**src/rtl/iorcv_pkg.sv**
```systemverilog
package iorcv_pkg;

    typedef enum logic [1:0] {
        ST_IDLE    = 2'd0,
        ST_HOLD    = 2'd1,
        ST_RUN_IO  = 2'd2,
        ST_RUN_MEM = 2'd3
    } rcv_state_t;

endpackage

```
**src/rtl/iorcv_counter.sv**
```systemverilog
module iorcv_counter #(
    parameter int CNT_W = 4
) (
    input  logic             clk,
    input  logic             rst_n,
    input  logic             load,
    input  logic [CNT_W-1:0] load_val,
    input  logic             tick,
    output logic             expired
);
    localparam logic [CNT_W-1:0] CNT_ZERO = '0;
    localparam logic [CNT_W-1:0] CNT_ONE  = CNT_W'(1);

    logic [CNT_W-1:0] cnt_q;

    // A load takes priority; otherwise step down once per ISA tick, saturating at zero.
    always_ff @(posedge clk) begin
        if (!rst_n) begin
            cnt_q <= CNT_ZERO;
        end else if (load) begin
            cnt_q <= load_val;
        end else if (tick && (cnt_q != CNT_ZERO)) begin
            cnt_q <= cnt_q - CNT_ONE;
        end
    end

    assign expired = (cnt_q == CNT_ZERO);

    // The count is frozen between ISA ticks.
    assert_cnt_frozen_R10: assert property (@(posedge clk) disable iff (!rst_n)
        (!load && !tick) |=> $stable(cnt_q));

    // Each tick removes exactly one ISA period of recovery.
    assert_cnt_step_R2: assert property (@(posedge clk) disable iff (!rst_n)
        (!load && tick && !expired) |=> (cnt_q == $past(cnt_q) - CNT_ONE));

endmodule

```
**src/rtl/iorcv_gate.sv**
```systemverilog
module iorcv_gate (
    input  logic req_io,
    input  logic req_gp,
    input  logic rcv_on,
    input  logic onchip_on,
    input  logic gp_on,
    input  logic expired,
    output logic block
);
    logic class_on;

    // The class of the waiting request picks the enable that applies to it.
    always_comb begin
        class_on = req_gp ? gp_on : onchip_on;
        block    = req_io && rcv_on && class_on && !expired;
    end

endmodule

```
**src/rtl/iorcv_fsm.sv**
```systemverilog
module iorcv_fsm
    import iorcv_pkg::*;
(
    input  logic clk,
    input  logic rst_n,
    input  logic req_valid,
    input  logic req_io,
    input  logic block,
    input  logic cmd_done,
    output logic go,
    output logic hold,
    output logic io_end
);
    rcv_state_t state_q, state_d;

    always_ff @(posedge clk) begin
        if (!rst_n) state_q <= ST_IDLE;
        else        state_q <= state_d;
    end

    always_comb begin
        state_d = state_q;
        unique case (state_q)
            ST_IDLE, ST_HOLD: begin
                if (!req_valid)  state_d = ST_IDLE;
                else if (block)  state_d = ST_HOLD;
                else if (req_io) state_d = ST_RUN_IO;
                else             state_d = ST_RUN_MEM;
            end
            ST_RUN_IO:  if (cmd_done) state_d = ST_IDLE;
            ST_RUN_MEM: if (cmd_done) state_d = ST_IDLE;
        endcase
    end

    always_comb begin
        go     = 1'b0;
        hold   = 1'b0;
        io_end = 1'b0;
        unique case (state_q)
            ST_IDLE, ST_HOLD: begin
                go   = req_valid && !block;
                hold = req_valid && block;
            end
            ST_RUN_IO:  io_end = cmd_done;
            ST_RUN_MEM: io_end = 1'b0;
        endcase
    end

    assert_go_hold_excl_R8: assert property (@(posedge clk) disable iff (!rst_n)
        !(go && hold));

    assert_hold_only_io_R8: assert property (@(posedge clk) disable iff (!rst_n)
        hold |-> (req_valid && req_io));

    assert_no_go_running_R9: assert property (@(posedge clk) disable iff (!rst_n)
        ((state_q == ST_RUN_IO) || (state_q == ST_RUN_MEM)) |-> !go);

    assert_mem_passes_R7: assert property (@(posedge clk) disable iff (!rst_n)
        (req_valid && !req_io && ((state_q == ST_IDLE) || (state_q == ST_HOLD))) |-> go);

endmodule

```
**src/rtl/iorcv_ctrl.sv**
```systemverilog
module iorcv_ctrl #(
    parameter int CNT_W = 4
) (
    input  logic             clk,
    input  logic             rst_n,
    input  logic             isa_tick,
    input  logic [CNT_W-1:0] cfg_rcv_len,
    input  logic             cfg_rcv_on,
    input  logic             cfg_onchip_on,
    input  logic             cfg_gp_on,
    input  logic             req_valid,
    input  logic             req_io,
    input  logic             req_gp,
    input  logic             cmd_done,
    output logic             go,
    output logic             hold
);
    localparam logic [CNT_W-1:0] LEN_NONE = '0;

    logic             io_end;
    logic             expired;
    logic             block;
    logic [CNT_W-1:0] load_val;

    // With the master enable clear the length field is ignored entirely.
    assign load_val = cfg_rcv_on ? cfg_rcv_len : LEN_NONE;

    iorcv_counter #(.CNT_W(CNT_W)) u_cnt (
        .clk      (clk),
        .rst_n    (rst_n),
        .load     (io_end),
        .load_val (load_val),
        .tick     (isa_tick),
        .expired  (expired)
    );

    iorcv_gate u_gate (
        .req_io    (req_io),
        .req_gp    (req_gp),
        .rcv_on    (cfg_rcv_on),
        .onchip_on (cfg_onchip_on),
        .gp_on     (cfg_gp_on),
        .expired   (expired),
        .block     (block)
    );

    iorcv_fsm u_fsm (
        .clk       (clk),
        .rst_n     (rst_n),
        .req_valid (req_valid),
        .req_io    (req_io),
        .block     (block),
        .cmd_done  (cmd_done),
        .go        (go),
        .hold      (hold),
        .io_end    (io_end)
    );

    assert_master_off_R4: assert property (@(posedge clk) disable iff (!rst_n)
        !cfg_rcv_on |-> !hold);

    assert_len_zero_R3: assert property (@(posedge clk) disable iff (!rst_n)
        (io_end && (cfg_rcv_len == LEN_NONE)) |=> !hold);

endmodule

```
**config.mk**
```make
export PLATFORM = sky130hd
export DESIGN_NAME = iorcv_ctrl
export DESIGN_NICKNAME = d
export VERILOG_FILES = /design/src/rtl/iorcv_pkg.sv /design/src/rtl/iorcv_counter.sv /design/src/rtl/iorcv_gate.sv /design/src/rtl/iorcv_fsm.sv /design/src/rtl/iorcv_ctrl.sv
export SDC_FILE = /design/constraint.sdc
export NUM_CORES = 1
export LEC_CHECK = 0
export ABC_AREA = 1
export BUFFER_PORTS_ARGS = -buffer_cell sky130_fd_sc_hd__buf_2
export CAP_MARGIN = 10
export CORE_AREA = 2 2 39 41
export CTS_CLUSTER_SIZE = 24
export DETAILED_ROUTE_END_ITERATION = 10
export DIE_AREA = 0 0 41 43
export PLACE_DENSITY = 0.68
export SLEW_MARGIN = 5
export SYNTH_ARGS = -nofsm -noshare
export SYNTH_HDL_FRONTEND = slang
export SYNTH_SLANG_ARGS = --single-unit
```
**constraint.sdc**
```tcl
create_clock -name clk -period 1.2 [get_ports clk]
set_clock_uncertainty 0.05 [all_clocks]
set_input_delay 0.12 -clock clk [delete_from_list [all_inputs] [get_ports clk]]
set_output_delay 0.12 -clock clk [all_outputs]
set_load 0.02 [all_outputs]
```
# Word level (Yosys, flattened, before mapping)
# Cells that the tools add are included.
# classes
addsub	1
n_eq_ne	4
n_mux	12
reduce_logical	14
# op_table
operator	n
$mux 4	3
$logic_and 1x1->1	6
$mux 2	3
$mux 1	5
$eq 2x2->1 const B	2
$logic_not 4->1	1
$pmux 2 s2	1
$reduce_bool 4->1	1
$reduce_or 2->1	2
$sub 4x1->4 const B	1
$eq 2x1->1 const B	1
$logic_not 1->1	2
$logic_not 2->1	1
$ne 2x1->1 const B	1
$reduce_bool 2->1	1
# word_totals
regBits	6
input_bits	14
output_inout_bits	2
elab_cells	33

# Depth between registers and ports, before layout
# depth
word_depth	6
ltp_mapped	8
mapped_depth_nobuf	8

# By module
# A second synthesis with hierarchy kept.
# unflattened
hier_cells	77
hier_area_um2	456.7
# by_module_without_submodules
module	n_inst	cells_each	area_per_inst_um2	seq_area_each_um2
iorcv_counter	1	41	274.0	80.1
iorcv_fsm	1	19	115.1	40.0
iorcv_gate	1	9	37.5	0.0
iorcv_ctrl	1	8	30.0	0.0

# Least setup slack after synthesis
# OpenSTA, ideal clock, no wires.
# synth_timing
path_type	register to register
from	register u_cnt.cnt_q[0]
to	register u_cnt.cnt_q[2]
setup_time_ps	110
t_arrival_ps	1011
required_time_ps	1040
slack_ps	28
stages_incl_launch_ff	9
path_buffers	0
period_less_slack_ps	1172
path_cell_list	dfxtp_1 inv_1 ha_1 nand3_1 nand2_2 nand2_2 inv_2 nor2_2 nor2_1
# synth_between
elab_chain_cells	3
word_cells_on_any_way	6
classes_between	add/sub: 1; mux: 2; reduce/logical: 3
# synth_rtl
element	line	rtl
from (decl)	iorcv_counter.sv:14	logic [CNT_W-1:0] cnt_q;
from (signal assigned)	iorcv_counter.sv:21	cnt_q <= load_val;
from (signal assigned)	iorcv_counter.sv:23	cnt_q <= cnt_q - CNT_ONE;
$sub 4x1->4 / $reduce_bool 4->1 (equally long branches)	iorcv_counter.sv:23, iorcv_counter.sv:22	
$mux 4 / $logic_and 1x1->1 (equally long branches)	iorcv_counter.sv:22	end else if (tick && (cnt_q != CNT_ZERO)) begin
$mux 4 / $reduce_bool 2->1 (equally long branches)	n/a	
# Several ways; a longest one is shown, not always the timed one. The select of a mux whose other input is x is not followed.
# A chain may end at the register's enable or synchronous reset.

# Worst setup path in the final report
# layout_timing
from	register u_cnt.cnt_q[1]
to	output port hold
# layout_between
elab_chain_cells	5
# layout_rtl
element	line	rtl
$logic_not 4->1	iorcv_counter.sv:27	assign expired = (cnt_q == CNT_ZERO);
$logic_not 1->1	iorcv_gate.sv:15	block = req_io && rcv_on && class_on && !expired;
$logic_and 1x1->1	iorcv_gate.sv:15	
$logic_and 1x1->1	iorcv_fsm.sv:42	hold = req_valid && block;
$mux 1	iorcv_fsm.sv:39	unique case (state_q)
to (decl)	iorcv_ctrl.sv:16	output logic hold
# Every way passes these cells.

==> reports/results.tsv <==
metric	value	unit
ctsHtreeMaxLevel	1	
irDropWorstVdd	940	uV
nFillCells	138	
synth.most_common_cell	nand2_1	
grt_max_degree	10	
finalMaxSlewViolations	0	
ys_seq_area_share	27.8	%
overflow	0	
nets	116	
reg2reg_from	u_cnt.cnt_q[1]$_SDFFE_PN0P_	
tightestPinTransition	281	ps
dp_hpwl	758	um
vias	509	
remaining_drc_errors	0	
numPortBuffers	15	
post_dp_cell_area	534	um^2
required	1030	ps
clock_latency	240	ps
grt_pass1_vias	449	
final_area	681	um^2
ant_nets	0	
timing.hold.ws	95.3	ps
clk_pin_slew	40	ps
wl_per_cell	8.75	um
cap_violations	0	
power.leakage	0.372	nW
synth_cells	73	
async_flop_share	0	%
post-route-min-period	1340	ps
drt_iter0_drc	11	
die_x	41	um
area_growth	57.7	%
rsz0062_at_grt	true	
worst_slack	-139	ps
core-area	1380	um^2
yosysTopAreaCell	dfxtp_1	
rrSetupSlack	-70	ps
max_freq	747	MHz
ys_types	15	
dr.pass1.iters	4	
cts_max_path_buffers	2	
diodes	0	
r2r_end	u_cnt.cnt_q[1]$_SDFFE_PN0P_	
avgViaCountPerCell	4.43	
hp-start	rst_n	
period_share	112	%
r2r_cells	10	
p_total	1.08	mW
yosysWarnings	0	
initial_core_util	31.2	%
syn_avg_cell_area	5.91	um^2
synthesis.area	432	um^2
instances_no_fill	115	
ys.flop_type	dfxtp_1	
drive_above_1_share	45.5	%
holdPathEnd	u_cnt.cnt_q[1]$_SDFFE_PN0P_	
dieArea	1760	um^2
die_h	43	um
fp-row-count	14	
tritoncts	done	
hold_viol	0	
clockRootBuffer	clkbuf_4	
num_io_pins	16	
grt_pass1_wl	1550	um
numClockSinks	6	
synth_top_cell_area_share	27.8	%
min_path_type	input pin to flop	
setup_tns	-534	ps
pre_cts_slack	-38.6	ps
whs_path_depth	3	
synth_fp_nets	88	
antenna_found_initial	0	
ys_ff_latch	6	
cp-start-kind	flop	
cts_made_buffers	3	
synth_edf_count	0	
violations	negative setup slack	
synthTopCellsByCount	nand2_1 (17), inv_1 (13), nand3_1 (12), nor2_1 (8), dfxtp_1 (6)	
p_per_area	1590	nW/um^2
worstPathMaxFanout	3	
end_kind	output pin	
crit_type	flop to output pin	
gp_congestion	0.872	
synth_area_leaders	dfxtp_1 (28%), nand2_1 (15%), nand3_1 (14%)	
cts_hold_buf	0	
setup_viol	6	
outcome	complete, but fails checks	
dp.cells	105	
wl	1010	um
grtUsageTotal	12.9	%
final_util	49.2	%
timing.slew.headroom	81.1	%
cp_data_arrival_time	1170	ps
## sequential cells by signal, summed over array words and instances, names as in the netlist
register,cells
u_cnt.cnt_q,4
u_fsm.state_q,2
## cell usage in the layout, fill, tap and decap left out, drive strengths merged
cell type,netlist,final
buf,0,23
nand2,20,20
inv,16,16
nand3,12,12
nor2,11,11
dfxtp,6,6
clkbuf,0,3
a21oi,3,3
o21ai,2,2
nand4,1,1
xor2,1,1
ha,1,1
## report_power, final
part | total [mW] | leakage [nW] | switching, mW | internal [mW]
Combinational | 0.622 | 0.308 | 0.313 | 0.309
Clock | 0.179 | 0.0138 | 0.0666 | 0.113
Sequential | 0.279 | 0.0500 | 0.0334 | 0.246
Total | 1.08 | 0.372 | 0.413 | 0.667
## cell type report
class / instances / area (um^2) / share of cell area, %
clock buffers: 3 / 22.5 / 3.31
inverters: 16 / 65.1 / 9.56
multi-input cells: 51 / 300 / 44.1
flip-flops and latches: 6 / 121 / 17.8
well taps: 16 / 20.0 / 2.94
repair buffers: 23 / 151 / 22.2
## critical path, stage by stage (launching register included)
cell     delay, ps
dfxtp_2        320
inv_2           50
ha_4           160
nand3_4         60
nand4_1        110
inv_1          100
buf_6          110
## what timing repair did
item,CTS,global route
pin swaps,2,2
setup endpoints to repair,6,7
setup buffers,5,2
resized for setup,11,9
## routing by layer
metal  share of wire, %  GRT usage [%]
met1                 42           13.2
met2                 51           21.3
met3                6.4           7.85
met4                  0           2.67
met5                  0              0
## worst max-delay path by stage
stage                                startpoint                           to  slack [ps]  cells after the start
floorplan           u_cnt.cnt_q[0]$_SDFFE_PN0P_  u_cnt.cnt_q[2]$_SDFFE_PN0P_          30                      8
finish              u_cnt.cnt_q[1]$_SDFFE_PN0P_                         hold        -140                      6
CTS                 u_cnt.cnt_q[1]$_SDFFE_PN0P_                           go        -140                      7
detailed placement  u_cnt.cnt_q[1]$_SDFFE_PN0P_  u_cnt.cnt_q[3]$_SDFFE_PN0P_         -40                      8
global route        u_cnt.cnt_q[1]$_SDFFE_PN0P_                         hold        -210                      6
global placement    u_cnt.cnt_q[1]$_SDFFE_PN0P_                           go         -10                      7
## cells by family after synthesis
logic type                 after synthesis  synth area share, %
AOI/OAI and AO/OA                        5                 5.80
and+or+nand+nor                         44                 47.0
adders and majority gates                1                 2.90
DFF                                      6                 27.8
buffers and inverters                   16                 14.5
xor gates and xnor gates                 1                 2.03
(Power assumes the default switching activity.)
